<file path="config.mk">
export PLATFORM = sky130hd
export DESIGN_NAME = asram_lane_ctrl
export DESIGN_NICKNAME = d
export VERILOG_FILES = /design/src/rtl/asram_ctrl_pkg.sv /design/src/rtl/asram_wait_timer.sv /design/src/rtl/asram_lane_gate.sv /design/src/rtl/asram_seq_fsm.sv /design/src/rtl/asram_lane_ctrl.sv
export SDC_FILE = /design/constraint.sdc
export NUM_CORES = 1
export LEC_CHECK = 0
export ABC_CLOCK_PERIOD_IN_PS = 4840
export CORE_ASPECT_RATIO = 1.1
export CORE_MARGIN = 1
export CORE_UTILIZATION = 40
export CTS_CLUSTER_SIZE = 20
export DETAILED_ROUTE_END_ITERATION = 8
export DONT_BUFFER_PORTS = 1
export SLEW_MARGIN = 20
export SYNTH_ARGS = -nofsm -noshare
export SYNTH_HDL_FRONTEND = slang
export SYNTH_SLANG_ARGS = --single-unit
</file>
<file path="constraint.sdc">
create_clock -name clk -period 4.84 [get_ports clk]
set_input_delay 0.968 -clock clk [delete_from_list [all_inputs] [get_ports clk]]
set_output_delay 0.968 -clock clk [all_outputs]
set_load 0.02 [all_outputs]
</file>
<file path="src/rtl/asram_ctrl_pkg.sv">
package asram_ctrl_pkg;

  typedef enum logic [2:0] {
    ST_IDLE = 3'd0,
    ST_RD   = 3'd1,
    ST_TURN = 3'd2,
    ST_WR   = 3'd3,
    ST_HOLD = 3'd4
  } seq_state_e;

  // Whole cycles covering a nanosecond minimum, never less than one.
  function automatic int unsigned ns_to_cyc(input int unsigned ns, input int unsigned per);
    int unsigned c;
    c = (ns + per - 1) / per;
    return (c == 0) ? 1 : c;
  endfunction

  function automatic int unsigned max2(input int unsigned a, input int unsigned b);
    return (a > b) ? a : b;
  endfunction

endpackage

</file>
<file path="src/rtl/asram_wait_timer.sv">
module asram_wait_timer #(
  parameter int CNT_W = 4
) (
  input  logic             clk,
  input  logic             rst,
  input  logic             load,
  input  logic [CNT_W-1:0] load_val,
  output logic             expired
);
  logic [CNT_W-1:0] cnt;

  always_ff @(posedge clk) begin
    if (rst) begin
      cnt <= '0;
    end else if (load) begin
      cnt <= load_val;
    end else if (cnt != '0) begin
      cnt <= cnt - 1'b1;
    end
  end

  assign expired = (cnt == '0);
endmodule

</file>
<file path="src/rtl/asram_lane_gate.sv">
module asram_lane_gate #(
  parameter int LANES  = 2,
  parameter int LANE_W = 8
) (
  input  logic                    clk,
  input  logic                    rst,
  input  logic                    set_en,
  input  logic [LANES-1:0]        set_mask,
  input  logic                    clr_en,
  input  logic                    cap_en,
  input  logic [LANES*LANE_W-1:0] din,
  output logic [LANES-1:0]        be_n,
  output logic [LANES*LANE_W-1:0] rdata
);
  logic [LANES-1:0] mask_q;

  for (genvar i = 0; i < LANES; i++) begin : g_lane
    always_ff @(posedge clk) begin
      if (rst) begin
        be_n[i]   <= 1'b1;
        mask_q[i] <= 1'b0;
      end else if (set_en) begin
        be_n[i]   <= ~set_mask[i];
        mask_q[i] <= set_mask[i];
      end else if (clr_en) begin
        be_n[i]   <= 1'b1;
      end
    end

    always_ff @(posedge clk) begin
      if (rst) begin
        rdata[i*LANE_W +: LANE_W] <= '0;
      end else if (cap_en) begin
        rdata[i*LANE_W +: LANE_W] <= mask_q[i] ? din[i*LANE_W +: LANE_W] : '0;
      end
    end
  end

  // A lane enable never changes in the middle of an access.
  assert_lane_steady_R3: assert property (@(posedge clk) disable iff (rst)
    (!set_en && !clr_en) |=> $stable(be_n));
endmodule

</file>
<file path="src/rtl/asram_seq_fsm.sv">
module asram_seq_fsm
  import asram_ctrl_pkg::*;
#(
  parameter int ADDR_W  = 16,
  parameter int DATA_W  = 16,
  parameter int LANES   = 2,
  parameter int CNT_W   = 4,
  parameter int RD_CYC  = 3,
  parameter int WR_CYC  = 3,
  parameter int TRN_CYC = 1
) (
  input  logic              clk,
  input  logic              rst,
  input  logic              req_valid,
  input  logic              req_write,
  input  logic [ADDR_W-1:0] req_addr,
  input  logic [LANES-1:0]  req_mask,
  input  logic [DATA_W-1:0] req_wdata,
  input  logic              tmr_expired,
  output logic              tmr_load,
  output logic [CNT_W-1:0]  tmr_val,
  output logic              lane_set,
  output logic              lane_clr,
  output logic              cap_en,
  output logic              ready,
  output logic              done,
  output logic [ADDR_W-1:0] addr_q,
  output logic [DATA_W-1:0] wdata_q,
  output logic              ce_n,
  output logic              oe_n,
  output logic              we_n,
  output logic              dq_oe
);
  seq_state_e state;
  logic       accept;
  logic       mask_any;

  assign ready    = (state == ST_IDLE) && !done;
  assign accept   = req_valid && ready;
  assign mask_any = |req_mask;

  assign lane_set = accept && mask_any;
  assign lane_clr = ((state == ST_RD) || (state == ST_WR)) && tmr_expired;
  assign cap_en   = (state == ST_RD) && tmr_expired;

  always_comb begin
    tmr_load = 1'b0;
    tmr_val  = '0;
    if (lane_set) begin
      tmr_load = 1'b1;
      tmr_val  = req_write ? CNT_W'(WR_CYC - 1) : CNT_W'(RD_CYC - 1);
    end else if (cap_en) begin
      tmr_load = 1'b1;
      tmr_val  = CNT_W'(TRN_CYC - 1);
    end
  end

  always_ff @(posedge clk) begin
    if (rst) begin
      state   <= ST_IDLE;
      done    <= 1'b0;
      addr_q  <= '0;
      wdata_q <= '0;
      ce_n    <= 1'b1;
      oe_n    <= 1'b1;
      we_n    <= 1'b1;
      dq_oe   <= 1'b0;
    end else begin
      done <= 1'b0;
      unique case (state)
        ST_IDLE: begin
          if (accept) begin
            if (!mask_any) begin
              done <= 1'b1;
            end else if (req_write) begin
              addr_q  <= req_addr;
              wdata_q <= req_wdata;
              ce_n    <= 1'b0;
              we_n    <= 1'b0;
              dq_oe   <= 1'b1;
              state   <= ST_WR;
            end else begin
              addr_q <= req_addr;
              ce_n   <= 1'b0;
              oe_n   <= 1'b0;
              state  <= ST_RD;
            end
          end
        end
        ST_RD: begin
          if (tmr_expired) begin
            ce_n  <= 1'b1;
            oe_n  <= 1'b1;
            done  <= 1'b1;
            state <= ST_TURN;
          end
        end
        ST_TURN: begin
          if (tmr_expired) state <= ST_IDLE;
        end
        ST_WR: begin
          if (tmr_expired) begin
            ce_n  <= 1'b1;
            we_n  <= 1'b1;
            state <= ST_HOLD;
          end
        end
        ST_HOLD: begin
          dq_oe <= 1'b0;
          done  <= 1'b1;
          state <= ST_IDLE;
        end
        default: state <= ST_IDLE;
      endcase
    end
  end

  assert_oe_we_R2: assert property (@(posedge clk) disable iff (rst)
    !oe_n |-> we_n);
  assert_drive_oe_R6: assert property (@(posedge clk) disable iff (rst)
    dq_oe |-> oe_n);
  assert_done_pulse_R8: assert property (@(posedge clk) disable iff (rst)
    done |=> !done);
  assert_empty_R7: assert property (@(posedge clk) disable iff (rst)
    (accept && !mask_any) |=> (ce_n && oe_n && we_n && done));
endmodule

</file>
<file path="src/rtl/asram_lane_ctrl.sv">
module asram_lane_ctrl
  import asram_ctrl_pkg::*;
#(
  parameter int ADDR_W        = 16,
  parameter int LANES         = 2,
  parameter int LANE_W        = 8,
  parameter int CLK_PERIOD_NS = 20,
  parameter int T_ACC_NS      = 55,
  parameter int T_OE_NS       = 25,
  parameter int T_CYC_NS      = 55,
  parameter int T_WPW_NS      = 45,
  parameter int T_AW_NS       = 45,
  parameter int T_DS_NS       = 25,
  parameter int T_REL_NS      = 20,
  localparam int DATA_W       = LANES * LANE_W
) (
  input  logic              clk,
  input  logic              rst,
  input  logic              req_valid,
  input  logic              req_write,
  input  logic [ADDR_W-1:0] req_addr,
  input  logic [LANES-1:0]  req_mask,
  input  logic [DATA_W-1:0] req_wdata,
  output logic              req_ready,
  output logic              rsp_done,
  output logic [DATA_W-1:0] rsp_rdata,
  output logic [ADDR_W-1:0] sram_addr,
  output logic              sram_ce_n,
  output logic              sram_oe_n,
  output logic              sram_we_n,
  output logic [LANES-1:0]  sram_be_n,
  output logic [DATA_W-1:0] sram_dq_out,
  output logic              sram_dq_oe,
  input  logic [DATA_W-1:0] sram_dq_in
);
  localparam int unsigned P       = CLK_PERIOD_NS;
  localparam int unsigned CYC_TOT = ns_to_cyc(T_CYC_NS, P);
  localparam int          RD_CYC  = max2(ns_to_cyc(T_ACC_NS, P), ns_to_cyc(T_OE_NS, P));
  localparam int          WR_CYC  = max2(max2(ns_to_cyc(T_WPW_NS, P), ns_to_cyc(T_AW_NS, P)),
                                         max2(ns_to_cyc(T_DS_NS, P), (CYC_TOT > 1) ? CYC_TOT - 1 : 1));
  localparam int          TRN_CYC = max2(ns_to_cyc(T_REL_NS, P),
                                         (CYC_TOT > RD_CYC) ? CYC_TOT - RD_CYC : 1);
  localparam int          MAX_CYC = max2(max2(RD_CYC, WR_CYC), TRN_CYC);
  localparam int          CNT_W   = (MAX_CYC < 2) ? 1 : $clog2(MAX_CYC);

  logic             tmr_load;
  logic [CNT_W-1:0] tmr_val;
  logic             tmr_expired;
  logic             lane_set;
  logic             lane_clr;
  logic             cap_en;

  asram_wait_timer #(.CNT_W(CNT_W)) u_timer (
    .clk      (clk),
    .rst      (rst),
    .load     (tmr_load),
    .load_val (tmr_val),
    .expired  (tmr_expired)
  );

  asram_seq_fsm #(
    .ADDR_W (ADDR_W), .DATA_W (DATA_W), .LANES (LANES), .CNT_W (CNT_W),
    .RD_CYC (RD_CYC), .WR_CYC (WR_CYC), .TRN_CYC (TRN_CYC)
  ) u_fsm (
    .clk         (clk),
    .rst         (rst),
    .req_valid   (req_valid),
    .req_write   (req_write),
    .req_addr    (req_addr),
    .req_mask    (req_mask),
    .req_wdata   (req_wdata),
    .tmr_expired (tmr_expired),
    .tmr_load    (tmr_load),
    .tmr_val     (tmr_val),
    .lane_set    (lane_set),
    .lane_clr    (lane_clr),
    .cap_en      (cap_en),
    .ready       (req_ready),
    .done        (rsp_done),
    .addr_q      (sram_addr),
    .wdata_q     (sram_dq_out),
    .ce_n        (sram_ce_n),
    .oe_n        (sram_oe_n),
    .we_n        (sram_we_n),
    .dq_oe       (sram_dq_oe)
  );

  asram_lane_gate #(.LANES(LANES), .LANE_W(LANE_W)) u_lanes (
    .clk      (clk),
    .rst      (rst),
    .set_en   (lane_set),
    .set_mask (req_mask),
    .clr_en   (lane_clr),
    .cap_en   (cap_en),
    .din      (sram_dq_in),
    .be_n     (sram_be_n),
    .rdata    (rsp_rdata)
  );

  assert_lane_ce_R3: assert property (@(posedge clk) disable iff (rst)
    (sram_be_n != '1) |-> !sram_ce_n);
  assert_addr_hold_R9: assert property (@(posedge clk) disable iff (rst)
    (!sram_ce_n && $past(!sram_ce_n)) |-> $stable(sram_addr));
  assert_wr_release_R4: assert property (@(posedge clk) disable iff (rst)
    $rose(sram_we_n) |-> (sram_ce_n && (sram_be_n == '1) && sram_dq_oe));
endmodule

</file>
==> out/qor.yml, run 1 <==
grt:
  grt_antenna_before_repair: 0
  grt_pass1_vias: 1791
  grt_pass1_wl_mm: 8.64
  grt_remaining_overflow: 0
  grt_max_degree: 83
  grt_usage: 0.161
logic_synthesis:
  synth_ff_type: "dfxtp_1"
  syn_inst: 297
  synthArstFlopShare: 0
  yosys_register_bits: 62
  synthTopCellsByCount: "62 x dfxtp_1, 36 x a21oi_1, 34 x nand2b_1, 25 x clkbuf_1, 20 x nand3_1"
  synth_edf_count: 0
  syn_area_mm2: 0.00268
  ys_top_cells_by_area: "dfxtp_1 46%, nand2b_1 7.9%, a21oi_1 6.7%"
  yosysUniqueCellTypes: 39
  yosysSeqAreaShare: 0.464
  synth_nets: 352
  yosysWarnings: 0
  avgSynthCellArea_um2: 9.02
  yosys.area.top_type: "dfxtp_1"
  synth.most_common_cell: "dfxtp_1"
  netlist.area_leader.share: 0.464
layout:
  final_nets: 332
  syn_to_final_growth_pct: 5.37
  drive_gt1_frac: 0.0750
  antenna_cells: 0
routing:
  route.detailed.drc: 0
  via_count: 2021
  drt.antenna.violating_nets: 0
  dr_wl_met2_mm: 2.65
  dr.pass1.iters: 4
  wl_met3_um: 489
  met1_length_mm: 2.44
  routedWlPerCell_um: 15.5
  highest_layer: "met4"
  vias_per_cell: 5.61
  postRouteWirelength_mm: 5.59
  first_iter_violations: 108
clock_network:
  post_cts_buffers: 0
  htreeDepth: 3
  root_buffer: "clkbuf_8"
  cts_buffers: 9
  cts_tree: "done"
  clockBufferDepth: 2
  clk_pin_slew_ns: 0.06
  clock_latency_ns: 0.32
  cts.sinks: 62
  cts_resized: 0
  hold_buffers: 0
timing:
  slew_headroom: 0.345
  grt_setup_unrepaired: "no"
  hold_viol_final: 0
  setup_tns_ns: 0
  slew_viol_final: 0
  min_period_over_period: 0.571
  holdWs_ns: 0.544
  min_period_ns: 2.76
  tightest_slew_ns: 0.979
  setup_violations: 0
  finClkSkew_ns: 0.00494
  clock.fmax_mhz: 362
critical_path:
  startpoint_type: "flip-flop"
  r2r_slack_ns: 2.61
  critical_path_class: "flip-flop to output pin"
  cp.arrival_ns: 1.80
  critPathLaunch: "u_fsm.state[0]"
  end_kind: "output pin"
  r2r-end: "u_fsm.wdata_q[8]"
  reg2reg_from: "u_fsm.done"
  crit_end: "req_ready"
  cp_max_fo: 18
  worstPathRequired_ns: 3.87
  rr_worst_depth: 3
pwr:
  powerDensity_mw_per_mm2: 465
  peakVddDrop_v: 0.000233
  power.leakage_uw: 0.000978
place:
  port_buffers: 0
  hpwl_mm: 3.70
  routabilityCongestion: 0.740
outcome:
  status: "completed"
die:
  fp.dieArea_mm2: 0.00703
  die_x_um: 80.0
  coreArea_mm2: 0.00631
  die-height_um: 87.8
  io_pins: 110
  start_util: 0.425
  rows: 30
min_path:
  hold_path_class: "flip-flop to flip-flop"
job:
  cap_violations: 0
## power breakdown
| part | switching (µW) | internal (µW) |
|---|---|---|
| Clock | 175 | 261 |
| Combinational | 139 | 91.6 |
| Sequential | 86.5 | 560 |
| Total | 401 | 912 |
## flip-flops by register name (all words and copies together), names as in the netlist
name and cells:
u_fsm.addr_q 16, u_fsm.ce_n 1, u_fsm.done 1, u_fsm.dq_oe 1
u_fsm.oe_n 1, u_fsm.state 3, u_fsm.wdata_q 16, u_fsm.we_n 1
u_lanes.be_n 2, u_lanes.mask_q 2, u_lanes.rdata 16, u_timer.cnt 2
## worst min path at each step
| stage | from | to | slack (ns) | cells past startpoint |
|---|---|---|---|---|
| after floorplan | u_timer.cnt[1] | u_timer.cnt[1] | 0.52 | 2 |
| after global placement | u_timer.cnt[1] | u_timer.cnt[1] | 0.53 | 2 |
| after detailed placement | u_lanes.rdata[2] | u_lanes.rdata[2] | 0.54 | 2 |
| after CTS | u_lanes.rdata[2] | u_lanes.rdata[2] | 0.55 | 2 |
| after global routing | u_lanes.rdata[7] | u_lanes.rdata[7] | 0.57 | 2 |
| final | u_lanes.rdata[2] | u_lanes.rdata[2] | 0.54 | 2 |
## worst max-delay path, cell delays in order, from the launching register on
cell and delay [ns]:
dfxtp_1 0.41, or3_1 0.65, nor2_1 0.41
## layout by cell type (no fill, tap or decap), types with 7 or more instances in the layout
master / n
nand4_1: 16
clkbuf_8: 11
nor2_1: 7
a21oi_1: 36
mux2i_1: 16
o31ai_1: 16
dfxtp_1: 62
nand2_1: 17
nand3_1: 20
nand2b_1: 34
## metrics by stage
| step | std cells | power (µW) | worst slack, ns | util | area, µm² |
|---|---|---|---|---|---|
| final | 360 | 1310 | 2.08 | 0.447 | 2820 |
| after detailed placement | 346 | 889 | 2.17 | 0.417 | 2630 |
| after floorplan | 297 | 863 | 2.53 | - | 2680 |
| after CTS | 360 | 1330 | 2.06 | 0.447 | 2820 |
| after global placement | 346 | 884 | 2.18 | 0.417 | 2630 |
| after global routing | 360 | 1390 | 1.99 | 0.447 | 2820 |
## final cells by class
class                           count  area (µm²)
Sequential cell                    62        1240
Inverter                            4        15.0
Fill cell                         616        3480
Timing Repair Buffer                3        22.5
Tap cell                           80         100
Clock buffer                       13         159
Clock inverter                      1        30.0
Multi-Input combinational cell    197        1250
## layer usage
metal / vias to the layer above / global-route usage
met5: - / 0
met4: 0 / 0.0828
met3: 2 / 0.0646
met2: 90 / 0.246
met1: 921 / 0.196
li1: 1008 / -
## cells by family after synthesis
logic type | share of synthesized area
muxes | 0.0598
xor gates and xnor gates | 0.00327
and+or+nand+nor | 0.243
DFF | 0.464
adders and majority gates | 0.00467
buffers and inverters | 0.0724
AOI/OAI and AO/OA | 0.153
Note: power is estimated with default switching activity, not from simulation.
==> inputs of run 2 (changes only) <==
Settings changed: ABC_AREA from default to 1, ABC_CLOCK_PERIOD_IN_PS 4840 to 2530.
Clock period 4.84 ns to 2.53 ns, I/O delays scaled along.
==> run 2 against run 1 <==
Worst hold slack got worse by 0.31 ns; area after synthesis decreased by 11%; sequential power grew 110%; global-route usage increased by 3.3 points; synthesized cell count is 1.0% higher; power is 110% higher; first-iteration DRC count grew 4.6%; via count is 4.5% lower; critical path depth increased by 1.
==> out/qor.yml, run 2 <==
die:
  rows: 29
  fp.dieArea_mm2: 0.00629
  io_pins: 110
  die_x_um: 75.7
  die-height_um: 83.1
  start_util: 0.414
  coreArea_mm2: 0.00577
min_path:
  hold_path_class: "primary input to flip-flop"
critical_path:
  startpoint_type: "flip-flop"
  reg2reg_from: "u_fsm.state[0]"
  rr_worst_depth: 6
  r2r_slack_ns: 0.84
  cp.arrival_ns: 1.34
  critical_path_class: "flip-flop to output pin"
  r2r-end: "u_fsm.we_n"
  crit_end: "req_ready"
  critPathLaunch: "u_fsm.state[0]"
  worstPathRequired_ns: 2.02
  cp_max_fo: 5
  end_kind: "output pin"
pwr:
  powerDensity_mw_per_mm2: 1070
  power.leakage_uw: 0.000992
  total_power_uw: 2780
  peakVddDrop_v: 0.000449
timing:
  clock.fmax_mhz: 541
  finClkSkew_ns: 0.0107
  setup_violations: 0
  tightest_slew_ns: 0.640
  grt_setup_unrepaired: "no"
  min_period_over_period: 0.731
  slew_viol_final: 0
  slew_headroom: 0.573
  setup_tns_ns: 0
  hold_viol_final: 0
  min_period_ns: 1.85
layout:
  syn_to_final_growth_pct: 8.69
  final_nets: 350
  final_cell_mix: "62 x dfxtp_1, 51 x nand2_1, 42 x nor2_1, 39 x a21oi_1, 39 x nand3_1"
  top_regs: "u_fsm.addr_q: 16 flops, u_fsm.wdata_q: 16 flops, u_lanes.rdata: 16 flops"
  multiInputGateArea_um2: 993
  fill_cells: 582
  final_common_cell: "dfxtp_1"
  seqCellArea_mm2: 0.00124
  antenna_cells: 0
  drive_gt1_frac: 0.0867
logic_synthesis:
  yosysSeqAreaShare: 0.519
  syn_area_mm2: 0.00239
  synth-compound-area-share: 0.126
  synth-xor-area-share: 0.00366
  syn_inst: 300
  synthSimpleGateAreaFrac: 0.281
  yosysWarnings: 0
  avgSynthCellArea_um2: 7.97
  synth_top_family_by_area: "simple AND/OR/NAND/NOR gates"
  synthAdderAreaFrac: 0.00523
  synth_ff_type: "dfxtp_1"
  yosysUniqueCellTypes: 23
  yosys_register_bits: 62
  ys_top_cells_by_area: "dfxtp_1 52%, a21oi_1 8.2%, nand3_1 8.2%"
  netlist.area_leader.share: 0.519
  synth.area.mux_share: 0
  synth_edf_count: 0
  yosys.area.top_type: "dfxtp_1"
  synth_nets: 355
  synth.most_common_cell: "dfxtp_1"
  synthArstFlopShare: 0
  synthTopCellsByCount: "62 x dfxtp_1, 51 x nand2_1, 42 x nor2_1, 39 x a21oi_1, 39 x nand3_1"
grt:
  grt_max_degree: 40
  grt_antenna_before_repair: 0
  grt_usage: 0.194
  met1_usage: 0.223
  met2_usage: 0.297
  grt_remaining_overflow: 0
  grt_pass1_vias: 1908
  grt_use_met3: 0.0971
  grt_pass1_wl_mm: 9.05
  grt_busiest_layer: "met2"
clock_network:
  clk_pin_slew_ns: 0.07
  root_buffer: "clkbuf_8"
  post_cts_buffers: 0
  htreeDepth: 3
  clockBufferDepth: 2
  cts_resized: 0
  cts.sinks: 62
  clock_latency_ns: 0.33
  cts_buffers: 9
  cts_tree: "done"
  hold_buffers: 0
place:
  port_buffers: 0
  hpwl_mm: 3.64
  routabilityCongestion: 0.850
routing:
  via_count: 1930
  first_iter_violations: 113
  route.detailed.drc: 0
  dr.pass1.iters: 4
  vias_per_cell: 5.12
  routedWlPerCell_um: 14.6
  drt.antenna.violating_nets: 0
  postRouteWirelength_mm: 5.49
job:
  cap_violations: 0
outcome:
  status: "completed"
==> run 2: cell count changes in the layout (fill, tap and decap cells not counted), sizes merged, moves of 4 or more <==
cell	delta
nor2	+40
mux2i	-16
nand3	+19
o21ai	+16
nor2b	-4
nand2	+36
nand4	-12
o31ai	-16
nand2b	-34
inv	+13
==> run 2: kinds of logic (layout without fill, tap and decap cells) <==
logic type,after synthesis,after routing
XOR/XNOR,1,1
AND/OR/NAND/NOR,144,144
AO/OA/AOI/OAI,59,59
flip-flops,62,62
adder cells (fa/ha/maj),1,1
buffers and inverters,33,33
==> run 2: where the power goes <==
group	switching (µW)	total [µW]	internal, µW
combinational	381	546	165
clock	363	871	508
sequential	246	1360	1120
==> run 2: worst min-delay path by stage <==
stage	start	endpoint	slack, ns	cells past startpoint
after CTS	rst	u_lanes.rdata[10]	0.21	1
final	rst	u_lanes.rdata[3]	0.23	1
after global placement	u_timer.cnt[1]	u_timer.cnt[1]	0.47	2
after detailed placement	u_timer.cnt[1]	u_timer.cnt[1]	0.48	2
after global routing	rst	u_lanes.rdata[4]	0.19	1
after floorplan	u_timer.cnt[1]	u_timer.cnt[1]	0.46	2
==> run 2: layout make-up <==
type	count	share of cell area
Sequential cell	62	0.478
Multi-Input combinational cell	205	0.382
Clock buffer	13	0.0611
Tap cell	77	0.0371
Inverter	17	0.0255
Clock inverter	3	0.0164
==> run 2: stage by stage <==
| stage | hold slack (ns) | std cells | instance area (µm²) | worst slack (ns) | utilization |
|---|---|---|---|---|---|
| detailed placement | 0.476 | 361 | 2400 | 0.827 | 0.416 |
| floorplan | 0.462 | 300 | 2390 | 1.10 | - |
| global placement | 0.470 | 361 | 2400 | 0.838 | 0.416 |
| global route | 0.191 | 377 | 2600 | 0.528 | 0.450 |
| finish | 0.231 | 377 | 2600 | 0.680 | 0.450 |
| CTS | 0.214 | 377 | 2600 | 0.657 | 0.450 |
==> run 2: metal layers <==
| metal | routed length [µm] | vias to the layer above |
|---|---|---|
| met1 | 2280 | 870 |
| met2 | 2650 | 74 |
| met4 | 94 | 0 |
| met5 | 0 | - |
| li1 | - | 977 |
| met3 | 466 | 9 |
==> run 2: critical path: stages, from the launching register on <==
cell,delay [ns]
dfxtp_1,0.35
nor2_4,0.19
nand2_1,0.14
nor2_1,0.34
